===== config.mk =====
export PLATFORM = sky130hd
export DESIGN_NAME = mmp_prescaler
export DESIGN_NICKNAME = d
export VERILOG_FILES = /design/src/rtl/mmp_pkg.sv /design/src/rtl/mmp_gate.sv /design/src/rtl/mmp_core23.sv /design/src/rtl/mmp_chain.sv /design/src/rtl/mmp_prescaler.sv
export SDC_FILE = /design/constraint.sdc
export NUM_CORES = 1
export LEC_CHECK = 0
export ABC_AREA = 1
export CORE_AREA = 2 2 39 41
export DETAILED_ROUTE_END_ITERATION = 10
export DIE_AREA = 0 0 41 43
export SYNTH_ARGS = -nofsm -noshare
export SYNTH_HDL_FRONTEND = slang
export SYNTH_SLANG_ARGS = --single-unit

===== constraint.sdc =====
create_clock -name clk -period 1.48 [get_ports clk]
set_clock_uncertainty 0.05 [all_clocks]
set_input_delay 0.444 -clock clk [delete_from_list [all_inputs] [get_ports clk]]
set_output_delay 0.444 -clock clk [all_outputs]
set_load 0.01 [all_outputs]

===== src/rtl/mmp_pkg.sv =====
package mmp_pkg;

   // Decide whether the next core cycle lasts three input clocks.
   // odd : the next core cycle is the last one of the output period.
   // Low band: only the odd cycle stretches, and only when mod is low.
   // High band: control polarity inverted, every cycle is three long
   // except the odd one when mod is high.
   function automatic logic core_take3(input logic band, input logic modc,
                                       input logic odd);
      logic gate_lo;
      gate_lo = ~modc & odd;
      return band ? ~(modc & odd) : gate_lo;
   endfunction

endpackage


===== src/rtl/mmp_gate.sv =====
module mmp_gate
   import mmp_pkg::*;
(
   input  logic band_sel,
   input  logic mod_ctl,
   input  logic odd_next,
   output logic take3
);

   always_comb take3 = core_take3(band_sel, mod_ctl, odd_next);

endmodule


===== src/rtl/mmp_core23.sv =====
module mmp_core23 (
   input  logic clk,
   input  logic rst,
   input  logic take3_in,
   output logic cyc_end
);

   logic [1:0] cnt;
   logic       len3_q;

   assign cyc_end = (cnt == (len3_q ? 2'd2 : 2'd1));

   always_ff @(posedge clk) begin
      if (rst) begin
         cnt    <= 2'd0;
         len3_q <= take3_in;
      end else if (cyc_end) begin
         cnt    <= 2'd0;
         len3_q <= take3_in;
      end else begin
         cnt    <= cnt + 2'd1;
      end
   end

   // the length chosen for a core cycle holds until that cycle ends
   p_len_hold_r9: assert property (@(posedge clk) disable iff (rst)
      !cyc_end |=> $stable(len3_q));

   // a core cycle never lasts longer than three clocks
   p_cnt_bound_r9: assert property (@(posedge clk) disable iff (rst)
      cnt != 2'd3);

endmodule


===== src/rtl/mmp_chain.sv =====
module mmp_chain #(
   parameter int STAGES = 4
) (
   input  logic              clk,
   input  logic              rst,
   input  logic              step,
   output logic [STAGES-1:0] idx
);

   logic [STAGES:0] carry;

   assign carry[0] = step;

   for (genvar i = 0; i < STAGES; i++) begin : g_stage
      assign carry[i+1] = carry[i] & idx[i];
      always_ff @(posedge clk) begin
         if (rst)           idx[i] <= 1'b0;
         else if (carry[i]) idx[i] <= ~idx[i];
      end
   end

   // the chain moves only at core-cycle boundaries
   p_chain_still_r7: assert property (@(posedge clk) disable iff (rst)
      !step |=> $stable(idx));

   // wrap back to zero after the last core cycle
   p_chain_wrap_r7: assert property (@(posedge clk) disable iff (rst)
      (step && (&idx)) |=> (idx == '0));

endmodule


===== src/rtl/mmp_prescaler.sv =====
module mmp_prescaler #(
   parameter int STAGES = 4
) (
   input  logic clk,
   input  logic rst,
   input  logic band_sel,
   input  logic mod_ctl,
   output logic pulse_o,
   output logic div_o
);

   localparam int NCYC   = 1 << STAGES;
   localparam int PW     = STAGES + 2;
   localparam int PMIN   = 2 * NCYC;
   localparam int PMAX   = 3 * NCYC;
   localparam logic [STAGES-1:0] LAST = '1;
   localparam logic [STAGES-1:0] PRE_LAST = LAST - 1'b1;

   if (STAGES < 1 || STAGES > 12) begin : g_bad_stages
      $error("mmp_prescaler: STAGES must be in 1..12");
   end

   logic              cyc_end;
   logic              take3;
   logic              odd_next;
   logic [STAGES-1:0] idx;
   logic              pulse_q;

   // the next core cycle is the odd one when the chain sits one before last
   if (STAGES == 1) begin : g_odd_one
      assign odd_next = ~rst & (idx == PRE_LAST);
   end else begin : g_odd_many
      assign odd_next = ~rst & (idx == PRE_LAST);
   end

   mmp_gate u_gate (
      .band_sel (band_sel),
      .mod_ctl  (mod_ctl),
      .odd_next (odd_next),
      .take3    (take3)
   );

   mmp_core23 u_core (
      .clk      (clk),
      .rst      (rst),
      .take3_in (take3),
      .cyc_end  (cyc_end)
   );

   mmp_chain #(.STAGES(STAGES)) u_chain (
      .clk  (clk),
      .rst  (rst),
      .step (cyc_end),
      .idx  (idx)
   );

   always_ff @(posedge clk) begin
      if (rst) pulse_q <= 1'b0;
      else     pulse_q <= cyc_end & (idx == LAST);
   end

   assign pulse_o = pulse_q;
   assign div_o   = idx[STAGES-1];

   // period watcher for the checks below
   logic [PW-1:0] per_cnt;
   always_ff @(posedge clk) begin
      if (rst)          per_cnt <= '0;
      else if (pulse_q) per_cnt <= PW'(1);
      else              per_cnt <= per_cnt + 1'b1;
   end

   // the pulse lasts a single cycle
   p_pulse_single_r6: assert property (@(posedge clk) disable iff (rst)
      pulse_o |=> !pulse_o);

   // every period lies between 2N and 3N input clocks
   p_period_range_r9: assert property (@(posedge clk) disable iff (rst)
      pulse_o |-> (int'(per_cnt) >= PMIN && int'(per_cnt) <= PMAX));

   // outputs are idle in the cycle after a reset edge
   p_reset_idle_r1: assert property (@(posedge clk)
      rst |=> (!pulse_o && !div_o));

endmodule


==> results.txt, run 1 <==
- The worst register-to-register path begins at u_core.len3_q.
* Violation count after the first detailed-route iteration: 5
- For this block, the via count after detailed routing is 311.
* Final setup violation count: 0
- Number of maximum-capacitance violations: 0
- Number of routed nets with antenna violations: 0
* N_diodes: 0
- Root buffer cell: sky130_fd_sc_hd__clkbuf_4
- Shortest clock period the worst path allows after layout: 1380 ps
- On the critical path, the stage with the largest delay is an instance of sky130_fd_sc_hd__dfxtp_1.
* Result of the run: complete, no violations
- In the final layout, the share of cells above drive strength 1 is 24.1%.
- Synthesis produced a netlist with a net count of 51.
* Via count of the first global-routing pass: 252
* Setup repair after global routing missed its margin: no
- The longest clock path from root to sink contains 2 buffers.
- Static timing analysis puts the maximum clock frequency at 0.727 GHz.
- The worst setup path is of the register to output port kind.
- Summing the sequential cell areas from Yosys gives 47.7% of the chip area.
- For this run, the share of the core covered by cells in the final layout is 33.6%.
* Leakage power summed over all cells: 0.198 nW
- Relative to the synthesized area, the layout overhead comes to 30.5%.
* Average via count per standard cell: 4.20
- Overall die height: 43 µm
- Summed over all layers, the global routing overflow is 0.
* Maximum fanout encountered on the critical timing path: 3
- Kind of cell with the highest combined delay on the critical path: flip-flops
- Placement row count: 14
- The number of antenna violations at the first check in global routing came to 0.
* H-tree levels: 1
* Maximum number of pins on one net before global-route repair: 6
- Worst reg2reg path depth: 5
* PostCTS Resize Cnt: 2
- The number of clock buffers added by TritonCTS is 3.
- Total of flip-flops plus latches after synthesis: 8
- Total Wirelength: 561 µm
- # placed instances: 70
* Final Max Slew Viols: 0
- Highest ir drop seen on vdd: 0.398 mV
- The worst setup path is launched from a register.
- Total power: 0.501 mW
- Horizontal die dimension: 41 µm
- Required @ worst endpoint: 990 ps
- The first global-routing pass estimated 910 µm of wire.
- For this run, the slowest stage of the critical path takes 350 ps.
- Global-route usage over all layers: 8.44%
- Clock slew at reported path FFs: 60 ps
- Setup slack, reg-to-reg: 370 ps
* Post-Syn Area: 357 µm²
- Drt first pass iters: 4
* Placed wire-length estimate after detailed placement: 434 µm
- Worst path bufs/invs: 1
- The worst setup path is captured at an output port.
- The most critical setup path has its endpoint at div_o.
- The clock drives 8 sinks.
- Power density of the placed cells: 1080 nW/µm²
- For this design the top-level I/O count stands at 6.
* Clock latency reported for the late side of the worst-skew pair: 250 ps
- At the end of routability-driven placement, the weighted congestion stood at 0.755.
* CP Cell Sequence: dlygate4sd2_1
* Beginning of the critical path: u_chain.idx[3]
- Headroom to the max-slew limit: 88.0%
- Final Hold Viols: 0
- Number of instances in the synthesized netlist: 47
- Number of buffers added on ports: 5
- Post-cts hold buffer count: 0
- TritonCTS built the clock tree.
* Per-instance average area after synthesis: 7.59 µm²
* Final critical-path share of the clock period: 93.0%
- After the flow finishes, the layout carries non-filler instances totaling 74.
- Critical path data arrival time: 880 ps
- At the pin with the least slew margin, the transition time is 180 ps.
- For this run, design rule violations remaining after detail routing come to 0.
- Count of warnings emitted by yosys: 0
- After synthesis, the netlist uses 16 different library cells.
- The path class of the tightest hold or removal check is register to register.
- Setup repair bufs after CTS: 0
* Capture point of the worst reg-to-reg path: u_core.len3_q
- Full die area: 1760 µm²
- For the final routed database, the setup TNS stands at 0 ps.
- In this run the number of cells on the critical path is 1.
- After detailed routing, the average wire length per cell comes to 7.58 µm.
- Core area: 1380 µm²
- Post-layout nets: 63
* Initial standard-cell utilization of the core: 25.8%
## power by group
| part | switching (mW) | internal [mW] |
|---|---|---|
| clock network | 0.0760 | 0.103 |
| logic | 0.0384 | 0.0308 |
| registers | 0.0160 | 0.237 |
| total | 0.130 | 0.371 |
## cells in the mapped netlist (all sizes together)
cell type   n  share of area, %
edfxtp      1               8.4
dfxtp       7                39
nand3       3               7.0
inv        10                11
a21oi       2               3.9
nor2        7               9.5
o21ai       2               2.8
nor3        2               2.8
nand2      12                14
nand4       1               1.8
## state kept, by name, indices dropped and copies added, names as in the netlist
register	flops
u_core.len3_q	1
u_core.cnt	2
pulse_o	1
u_chain.idx	4
## layout make-up
class	instances	area [µm²]
fill	165	918
sequential	8	170
multi-input combinational	29	149
timing repair buffer	7	62.6
inverter	10	37.5
clock buffer	4	26.3
tap	16	20.0
## placed cells by master, fill, tap and decap left out, drive strengths merged
| master | instances |
|---|---|
| inv | 10 |
| nand3 | 3 |
| buf | 2 |
| nor3 | 2 |
| dfxtp | 7 |
| dlygate4sd2 | 2 |
| a21oi | 2 |
| clkbuf | 4 |
| edfxtp | 1 |
| nand4 | 1 |
| clkdlybuf4s50 | 3 |
| o21ai | 2 |
| nor2 | 7 |
| nand2 | 12 |
## logic make-up after synthesis
group / after synthesis / share of synthesized area, %
flip-flops: 8 / 47.7
AND/OR/NAND/NOR: 25 / 35.1
AO/OA/AOI/OAI: 4 / 6.66
buffers and inverters: 10 / 10.5
## layer usage
layer	vias up	global-route usage [%]	share of wire, %	routed length (µm)
li1	168	-	-	-
met1	133	9.03	51	285
met2	6	10.0	39	216
met3	4	4.71	5.0	28
met4	0	10.0	5.3	30
met5	-	0	0	0
## how the worst min path moves through the flow
stage               cells past startpoint       endpoint  slack [ps]     startpoint
detailed placement                      1  u_core.cnt[0]         410  u_core.cnt[0]
global placement                        1  u_core.cnt[0]         390  u_core.cnt[0]
floorplan                               1  u_core.cnt[0]         380  u_core.cnt[0]
global route                            1  u_core.cnt[0]         430  u_core.cnt[0]
finish                                  1  u_core.cnt[0]         410  u_core.cnt[0]
CTS                                     1  u_core.cnt[0]         410  u_core.cnt[0]
## stage by stage
step / worst slack [ps] / cell area, µm² / hold WS, ps
after global routing: 63.1 / 465 / 431
final: 104 / 465 / 414
after CTS: 87.8 / 465 / 413
after floorplan: 402 / 357 / 376
after global placement: -15.5 / 442 / 395
after detailed placement: -10.4 / 442 / 407
## worst reg2reg max path: stages, from the launching register on
cell,delay [ps]
sky130_fd_sc_hd__edfxtp_1,400
sky130_fd_sc_hd__inv_1,70
sky130_fd_sc_hd__nand3_1,80
sky130_fd_sc_hd__nand2_2,120
sky130_fd_sc_hd__inv_2,60
sky130_fd_sc_hd__nand2_2,60
Power figures use the tool's default switching activity.
==> inputs of run 2 (changes only) <==
--- a/config.mk
+++ b/config.mk
@@ -6,9 +6,13 @@
 export NUM_CORES = 1
 export LEC_CHECK = 0
 export ABC_AREA = 1
-export CORE_AREA = 2 2 39 41
+export CELL_PAD_IN_SITES_DETAIL_PLACEMENT = 1
+export CELL_PAD_IN_SITES_GLOBAL_PLACEMENT = 2
+export CORE_MARGIN = 2
+export CORE_UTILIZATION = 26
 export DETAILED_ROUTE_END_ITERATION = 10
-export DIE_AREA = 0 0 41 43
+export PLACE_DENSITY_LB_ADDON = 0.1
 export SYNTH_ARGS = -nofsm -noshare
 export SYNTH_HDL_FRONTEND = slang
 export SYNTH_SLANG_ARGS = --single-unit
+export TNS_END_PERCENT = 50
==> run 2 against run 1 <==
Utilization is 2.5 points higher. Via count is 0.64% lower. Critical path type unchanged. First-iteration DRC count fell by 40%. Sequential share of layout area rose by 0.099 points. Design area is 0.27% lower. Count of clock-buffer cells in the layout unchanged. Cell count down 1.4%. Largest power group unchanged.
==> results.txt, run 2 (synthesis results as in run 1) <==
* Maximum fanout encountered on the critical timing path: 3 (unchanged)
* N_diodes: 0 (unchanged)
- Result of the run: complete, no violations
- The clock buffer count from CTS is 3 (unchanged).
- The worst setup path is of the register to output port kind.
- The proportion of power drawn by flip-flops and latches was 49.9% (-0.6 points).
* Area added between synthesis and finish: 30.2%
* Post-layout nets: 63 (unchanged)
- Initial standard-cell utilization of the core: 27.8% (+2.0 points)
* Final Hold Viols: 0 (unchanged)
- Cell type of the slowest stage on the worst timing path: sky130_fd_sc_hd__dfxtp_1
* Routability congestion estimate: 0.784 (+3.9%)
- The total wirelength of the detailed-routed design came to 741 µm (+32%).
- Vias after detailed routing: 309 (-0.64%)
- The width of the die came to 41.0 µm (about the same).
- The pin count of the biggest net entering global routing was 6 (unchanged).
- Walking the worst path, the cells encountered are dlygate4sd2_1.
- Ranked by flip-flop count, first place goes to u_chain.idx.
- The via density per instance is 4.23 (+0.72%).
- Wire length of the first global-routing pass: 1220 µm (+34%)
* Met1 Usage GRT: 13.2% (+4.2 points)
- Share of total power in the clock network: 35.8% (about the same)
* Required @ worst endpoint: 990 ps (about the same)
- Leading cell type in the layout, fill and taps excluded: sky130_fd_sc_hd__nand2_1
- The worst-case hold slack was 421 ps (+7.85 ps).
- Setup crit start kind: register
- The leakage power summed over all cells was 0.198 nW (unchanged).
* Post-cts hold buffer count: 0 (unchanged)
* Maximum frequency from static timing analysis: 0.730 GHz (+0.41%)
- The die footprint was 1680 µm² (-4.5%).
- Shortest clock period the worst path allows after layout: 1370 ps (-5.56 ps)
* Drt first pass iters: 2 (-2)
* Global route overflow: 0 (unchanged)
* DR WL/cell: 10.2 µm (+34%)
* Commonest cells after routing, fill and taps aside: sky130_fd_sc_hd__nand2_1, sky130_fd_sc_hd__inv_1, sky130_fd_sc_hd__dfxtp_1, sky130_fd_sc_hd__nor2_1
- Among cell families on the critical path, the largest total delay comes from flip-flops.
* Clock slew at reported path FFs: 50 ps (about the same)
- The share of cells above drive strength 1 is 24.1% (unchanged).
- Sw Share: 26.9% (+0.94 points)
- The die span in y came to 41.0 µm (-4.6%).
- Delay contributed by the slowest stage of the critical path: 350 ps (about the same)
- STA classifies the critical path endpoint as an output port.
- Deepest clock path buffer count: 2 (unchanged)
- Count of filler cells inserted in the layout: 171 (+3.6%)
* Final critical-path share of the clock period: 92.6% (-0.38 points)
* Number of maximum-capacitance violations: 0 (unchanged)
- Most crowded layer after global routing: met2
- Tightest Hold Check Type: register to register
- TritonCTS built the clock tree.
* # IOs: 6 (unchanged)
- The CTS H-tree depth came to 1 (unchanged).
* Clock latency reported for the late side of the worst-skew pair: 260 ps (about the same)
- Setup repair after global routing left no endpoint under its margin.
- The count of buffers inserted at the top-level ports was 5 (unchanged).
* Number of routed nets with antenna violations: 0 (unchanged)
- The switching power summed over all nets was 0.137 mW (+5.0%).
* Headroom to the max-slew limit: 88.4% (+0.37 points)
* PostCTS Resize Cnt: 2 (unchanged)
* GR Util met2: 18.0% (+8.0 points)
- The buffering stage count on the worst path with inverters included was 1 (unchanged).
* Flip-flop count of the largest register, all copies and words added: 4 (unchanged)
- The final HPWL from detailed placement was 587 µm (+35%).
* Antenna violations before repair: 0 (unchanged)
* # placed instances: 69 (-1.4%)
* Final setup violation count: 0 (unchanged)
- The actual slew at the worst max-slew pin is 173 ps (-6.66 ps).
- Highest ir drop seen on vdd: 0.321 mV (-19%)
* Via count of the first global-routing pass: 307 (+22%)
- Power density of the placed cells: 1090 nW/µm² (+1.6%)
* Setup repair bufs after CTS: 0 (unchanged)
* Total DRC errors in the routed layout: 0 (unchanged)
- Clock tree synthesis selected as its root buffer the cell sky130_fd_sc_hd__clkbuf_4.
- The worst endpoint data arrival time is 880 ps (about the same).
- The internal power summed over all cells came to 0.371 mW (about the same).
- In the final layout, the registers with the most flip-flops are u_chain.idx (4), u_core.cnt (2).
* Violation count after the first detailed-route iteration: 3 (-2)
- Final Max Slew Viols: 0 (unchanged)
- Placement row count: 13 (-1)
- The floorplan core area came to 1280 µm² (-7.1%).
* Met3 GRT Util: 3.26% (-1.5 points)
- The overall routing resource usage came to 11.7% (+3.3 points).
- The total clock sinks is 8 (unchanged).
* Count of non-filler cells in the finished layout: 73 (-1.4%)
- Combinational fraction of design power: 14.3% (+0.5 points)
-- run 2: cell counts in the layout (fill, tap and decap cells not counted) --
Identical to the previous run, type by type.
-- run 2: stage by stage --
step / cell area [µm²] / TNS (ps) / utilization, % / setup WS [ps] / power (mW)
after floorplan: 357 / 0 / - / 402 / 0.303
after global placement: 440 / -18.7 / 34.3 / -18.7 / 0.326
after detailed placement: 440 / -38.1 / 34.3 / -38.1 / 0.334
after CTS: 464 / 0 / 36.1 / 96.6 / 0.525
after global routing: 464 / 0 / 36.1 / 61.9 / 0.545
final: 464 / 0 / 36.1 / 110 / 0.508
-- run 2: final cells by class --
cell class | count | area [µm²] | area share, %
flip-flops and latches | 8 | 170 | 36.7
multi-input cells | 29 | 149 | 32.1
repair buffers | 7 | 62.6 | 13.5
inverters | 10 | 37.5 | 8.09
clock buffers | 4 | 26.3 | 5.66
well taps | 15 | 18.8 | 4.04
-- run 2: power groups by stage --
stage / clock, mW / sequential (mW) / combinational [mW]
after global routing: 0.206 / 0.257 / 0.0825
after detailed placement: 0 / 0.259 / 0.0752
after floorplan: 0 / 0.255 / 0.0482
after global placement: 0 / 0.256 / 0.0699
final: 0.182 / 0.253 / 0.0727
after CTS: 0.195 / 0.254 / 0.0756
-- run 2: metal layers --
metal	vias to the layer above	share of wire (%)
met1	140	47
met2	2	50
met5	-	0
met4	0	0
li1	167	-
met3	0	3.2
-- run 2: worst paths after layout --
path | from | to | cells after the start | slack, ps
min | u_chain.idx[3] | u_chain.idx[3] | 2 | 420
max reg2reg | u_core.len3_q | u_core.len3_q | 5 | 330
max | u_chain.idx[3] | div_o | 1 | 110
min reg2reg | u_chain.idx[3] | u_chain.idx[3] | 2 | 420
==> inputs of run 3 (changes only) <==
--- a/config.mk
+++ b/config.mk
@@ -12,6 +12,7 @@
 export CORE_UTILIZATION = 26
 export DETAILED_ROUTE_END_ITERATION = 10
 export PLACE_DENSITY_LB_ADDON = 0.1
+export SETUP_SLACK_MARGIN = 0.05
 export SYNTH_ARGS = -nofsm -noshare
 export SYNTH_HDL_FRONTEND = slang
 export SYNTH_SLANG_ARGS = --single-unit
==> results of run 3 <==
No change in the layout: final DEF, timing and power equal those of run 2.
